`src/rtl/msg_pend_alloc.sv`:
```
module msg_pend_alloc #(
  parameter int PNUM_W = 6,
  parameter int NPTR_W = 3
) (
  input  logic              clk,
  input  logic              rst_n,
  input  logic [3:0]        alloc_mode,
  input  logic              set_valid,
  input  logic              set_is_tx,
  input  logic [PNUM_W-1:0] set_pnum,
  input  logic [NPTR_W-1:0] set_tx_nptr,
  input  logic [NPTR_W-1:0] set_rx_nptr,
  input  logic [1:0]        reg_addr,
  input  logic              reg_we,
  input  logic [31:0]       reg_wdata,
  output logic [31:0]       reg_rdata,
  output logic [5:0]        pend_idx0,
  output logic [5:0]        pend_idx1
);
  localparam int FLAG_W = 32;
  localparam int IDX_W  = 6;
  localparam int POS_W  = 5;

  function automatic logic [IDX_W-1:0] lowest_one(input logic [FLAG_W-1:0] v);
    lowest_one = IDX_W'(FLAG_W);
    for (int i = FLAG_W - 1; i >= 0; i--)
      if (v[i]) lowest_one = IDX_W'(i);
  endfunction

  logic [1:0][FLAG_W-1:0] pend;
  logic [1:0][IDX_W-1:0]  idx;
  logic                   split;
  logic [NPTR_W-1:0]      nptr;
  logic                   sel_bank;
  logic [POS_W-1:0]       sel_pos;
  logic [FLAG_W-1:0]      set_mask;

  assign split    = (alloc_mode == 4'b1111);
  assign nptr     = set_is_tx ? set_tx_nptr : set_rx_nptr;
  assign sel_bank = split ? nptr[1] : set_pnum[5];
  assign sel_pos  = split ? {nptr[0], set_pnum[3:0]} : set_pnum[4:0];
  assign set_mask = FLAG_W'(1) << sel_pos;

  for (genvar k = 0; k < 2; k++) begin : g_bank
    logic              wr_hit;
    logic              set_hit;
    logic [FLAG_W-1:0] kept;

    assign wr_hit  = reg_we && (reg_addr == 2'(k));
    assign set_hit = set_valid && (sel_bank == 1'(k));
    assign kept    = wr_hit ? (pend[k] & reg_wdata) : pend[k];
    assign idx[k]  = lowest_one(pend[k]);

    always_ff @(posedge clk) begin
      if (!rst_n) pend[k] <= '0;
      else        pend[k] <= kept | (set_hit ? set_mask : '0);
    end
  end

  assign pend_idx0 = idx[0];
  assign pend_idx1 = idx[1];

  always_comb begin
    case (reg_addr)
      2'd0:    reg_rdata = pend[0];
      2'd1:    reg_rdata = pend[1];
      2'd2:    reg_rdata = {{(FLAG_W-IDX_W){1'b0}}, idx[0]};
      default: reg_rdata = {{(FLAG_W-IDX_W){1'b0}}, idx[1]};
    endcase
  end
endmodule

```
`config.mk`:
```
export PLATFORM = sky130hd
export DESIGN_NAME = msg_pend_alloc
export DESIGN_NICKNAME = d
export VERILOG_FILES = /design/src/rtl/msg_pend_alloc.sv
export SDC_FILE = /design/constraint.sdc
export NUM_CORES = 1
export LEC_CHECK = 0
export ABC_AREA = 1
export CORE_MARGIN = 2
export CORE_UTILIZATION = 40
export CTS_CLUSTER_SIZE = 20
export DETAILED_ROUTE_END_ITERATION = 8
export HOLD_SLACK_MARGIN = 0.06
export PLACE_DENSITY = 0.65
export SYNTH_ARGS = -nofsm -noshare
export SYNTH_HDL_FRONTEND = slang
export SYNTH_SLANG_ARGS = --single-unit
```
`constraint.sdc`:
```
create_clock -name clk -period 3.6 [get_ports clk]
set_input_delay 0.36 -clock clk [delete_from_list [all_inputs] [get_ports clk]]
set_output_delay 0.36 -clock clk [all_outputs]
set_load 0.01 [all_outputs]
```
==> run summary <==
The clock reaches the later pin of the worst-skew pair after 0.35 ns. The run finished with clean final reports. The prevailing post-synth register cell is sky130_fd_sc_hd__dfxtp_1. The arrival time of the worst setup path came out at between 2 and 3 ns. After floorplanning, the core was divided into 36 placement rows.

The detailed-route DRC error count is 0. Setup repair after global routing left no endpoint under its margin. The worst ir drop on vdd came out at 190 µV. The max-cap violation count is 0. The post-synth net total is 694. The number of hold violations in the final report was 0.

The adder-cell share of the synthesized area came out at 0%. The number of buffers inserted by post-CTS setup repair is 0. The floorplan die height came out at 103 µm. The number of global-route vias before repair came out at 4256.

The global router's overall resource usage came out at 26.3%. The post-place setup slack came out at approximately 0.46 ns. The portion of the clock cycle consumed by the worst path in the final layout came out at 89.6%. The post-synthesis sequential element count came out at 64. Compared with the post-synthesis result, the final layout area differs by 32.9%. The total die area is 0.0105 mm².

The post-synthesis average cell area is 6.09 µm². The final clock skew came out at 0 ns. The largest registers in the layout are pend (64). The share of layout cells above drive strength 1 came out at 5.21%. The setup total negative slack is 0 ns. The die extent in x came out at 103 µm. The time the worst path needs with I/O delays and setup came out at 3.23 ns. The synthesis warning total came out at 0.

The total via count in the routed design came out at 4582. The largest fanout of any net on the critical path is 4. The congestion estimate from routability-driven global placement came to around 0.9. The flip-flop count of the largest register after layout came out at between 60 and 70.

The register with the most flip-flops in the final layout is pend. After detailed routing, the average wire length per cell comes to 15.7 µm. The post-DP HPWL came out at 10.1 mm. The post-synthesis mux area share came out at 0%. The region available for standard cell placement spans roughly 0.0096 mm². The fraction of the yosys area taken by sequential cells is 32.9%. For the worst setup path, the data required time is 3.24 ns. The remaining antenna violation count after routing came out at 0. The tree is rooted in a sky130_fd_sc_hd__clkbuf_8. The multi-input combinational cells in the finished layout cover a total of 0.00210 mm².

The clock tree synthesis step divided the H-tree into 3 levels. The clock net sink count is 64. The largest family of logic cells by synthesized area is simple AND/OR/NAND/NOR gates. TritonCTS built the clock tree. The final instance area came out at 0.00517 mm².

The number of library cell types mapped by synthesis is 27. The largest net degree at the start of global routing is 65. The path class of the tightest hold or removal check is flip-flop to flip-flop.

The first TritonRoute pass finished after 5 iterations. The share of the synthesized area in compound gates (AO/OA/AOI/OAI) is a little over a quarter. Clock-pin slew was measured on the worst setup and hold paths at 0.08 ns.

The power per cell area is approximately 310 mW/mm². The number of max-slew violations in the final report came to 0. STA classifies the critical path endpoint as an output pin. The maximum buffer depth of the clock tree is 2. The sequential cell area came out at 0.00128 mm².

The number of top-level pins came out at 99. At the end of the flow, the number of nets in the layout was between 700 and 800. The worst setup slack after layout came out at roughly 0.37 ns. Summing the areas of all and, or, nand and nor instances in the mapped netlist gives 27.4% of the synthesized area. At the pin with the least slew margin, the transition time is 1.14 ns.

Yosys instantiated no cell more often than sky130_fd_sc_hd__nand2_1. The netlist area before placement is between 0.003 and 0.004 mm². The tightest hold margin came out at 0.492 ns. The global-route wire length before repair is 21.1 mm. The total overflow left after global routing is 0. TritonCTS created 9 clock buffers. The share of synthesized registers carrying an async set or reset is 0%. The antenna diode instance count came out at 0. The starting density of the core is roughly two fifths. The highest attainable clock frequency came out at between 0.3 and 0.4 GHz.

The post-place instance area came out at 0.00498 mm². Sorting the synthesized cells by area gives the leading types as sky130_fd_sc_hd__dfxtp_1 (33%), sky130_fd_sc_hd__nand2_1 (15%), sky130_fd_sc_hd__o21ai_0 (9.4%), sky130_fd_sc_hd__a21oi_1 (9.1%), sky130_fd_sc_hd__inv_1 (7.9%). The number of antenna violations at the first check in global routing came out at 0.

The area share of xor/xnor cells in the synthesized design is 0%. The element type at the critical path start is a flip-flop. In this run, synthesis inferred 0 flip-flops with an integrated enable. The worst slew margin relative to its limit came out at between 20% and 30%. After detailed routing, the total wire length is roughly 14 mm. The synthesized design devotes to its leading area cell type 32.9% of total area. The synthesized design spends more area on one cell type than any other, namely sky130_fd_sc_hd__dfxtp_1. The kind of critical path is flip-flop to output pin. The number of input and output port buffers inserted is 96. The final setup violation count is 0.

The total leakage power came out at roughly 2.1 nW. The post-synthesis cell count is around 640. The commonest cells after synthesis are sky130_fd_sc_hd__nand2_1 (158), sky130_fd_sc_hd__inv_1 (82), sky130_fd_sc_hd__o21ai_0 (73), sky130_fd_sc_hd__a21oi_1 (71), sky130_fd_sc_hd__nor2_1 (70). In this run, the number of DRC markers left after iteration 0 of detailed routing was 200. The layout has 1017 filler cells. The number of vias per cell after detailed routing is 5.31.
## layout make-up
| type | count | area share [%] |
|---|---|---|
| inverter | 93 | 7.81 |
| clock buffer | 10 | 2.47 |
| timing repair buffer | 104 | 19.9 |
| multi-input combinational | 453 | 40.7 |
| sequential | 64 | 24.8 |
| tap | 133 | 3.22 |
| clock inverter | 6 | 1.16 |
## placed cells by master, fill, tap and decap left out, drive strengths merged, types with 5 or more instances in the layout
cell	count
clkdlybuf4s50	93
buf	8
o211ai	6
nand2	159
o21ai	75
nand3	10
clkbuf	10
inv	88
o22ai	24
bufinv	5
a21oi	71
dfxtp	64
nand4	18
nor2	70
## timing repair
action,CTS,global route
hold buffers,0,0
gates resized for setup,0,6
setup endpoints to repair,0,4
## per-layer routing
layer | vias up | track usage (%) | part of all wire [%]
li1 | 2289 | - | -
met1 | 2134 | 34.3 | 46
met2 | 141 | 43.9 | 47
met3 | 18 | 4.20 | 5.0
met4 | 0 | 9.74 | 2.0
met5 | - | 0 | 0
## path summary, 6_finish.rpt
| check | cells after the start | to | slack [ns] | from |
|---|---|---|---|---|
| worst min-delay path | 2 | pend[20] | 0.49 | pend[20] |
| worst max register to register | 2 | pend[0] | 2.86 | pend[0] |
| worst max-delay path | 13 | reg_rdata[1] | 0.37 | pend[62] |
| worst min register to register | 2 | pend[20] | 0.49 | pend[20] |
## through the flow
step | power [W] | cells | util [%]
2_1_floorplan | 0.000875 | 639 | -
3_3_place_gp | 0.00103 | 847 | 51.9
3_5_place_dp | 0.00103 | 847 | 51.9
4_1_cts | 0.00163 | 863 | 53.8
5_1_grt | 0.00170 | 863 | 53.9
6_report | 0.00163 | 863 | 53.9
## logic make-up after synthesis
family,after synthesis
buffers and inverters,122
AOI/OAI and AO/OA,189
DFF,64
and+or+nand+nor,264
## power by group
group / internal (W) / switching, W / total [W] / leakage, nW
Clock: 0.000316 / 0.000295 / 0.000611 / 0.0920
Combinational: 0.000132 / 0.000169 / 0.000301 / 1.46
Sequential: 0.000713 / 0.00000454 / 0.000717 / 0.516
Total: 0.00116 / 0.000468 / 0.00163 / 2.06
## worst max-delay path, stage by stage (launching register included)
cell and delay (ns):
sky130_fd_sc_hd__dfxtp_1 0.40, sky130_fd_sc_hd__nor2_1 0.10, sky130_fd_sc_hd__o311ai_1 0.27, sky130_fd_sc_hd__nand3_1 0.13, sky130_fd_sc_hd__nand3_1 0.09, sky130_fd_sc_hd__o311ai_1 0.16
sky130_fd_sc_hd__nand3_1 0.11, sky130_fd_sc_hd__o311ai_0 0.15, sky130_fd_sc_hd__nand2_1 0.10, sky130_fd_sc_hd__nand2_1 0.05, sky130_fd_sc_hd__nand3_1 0.09, sky130_fd_sc_hd__nand3_1 0.10
sky130_fd_sc_hd__o221ai_1 0.19, sky130_fd_sc_hd__clkdlybuf4s50_1 0.58
(Power assumes the default switching activity.)
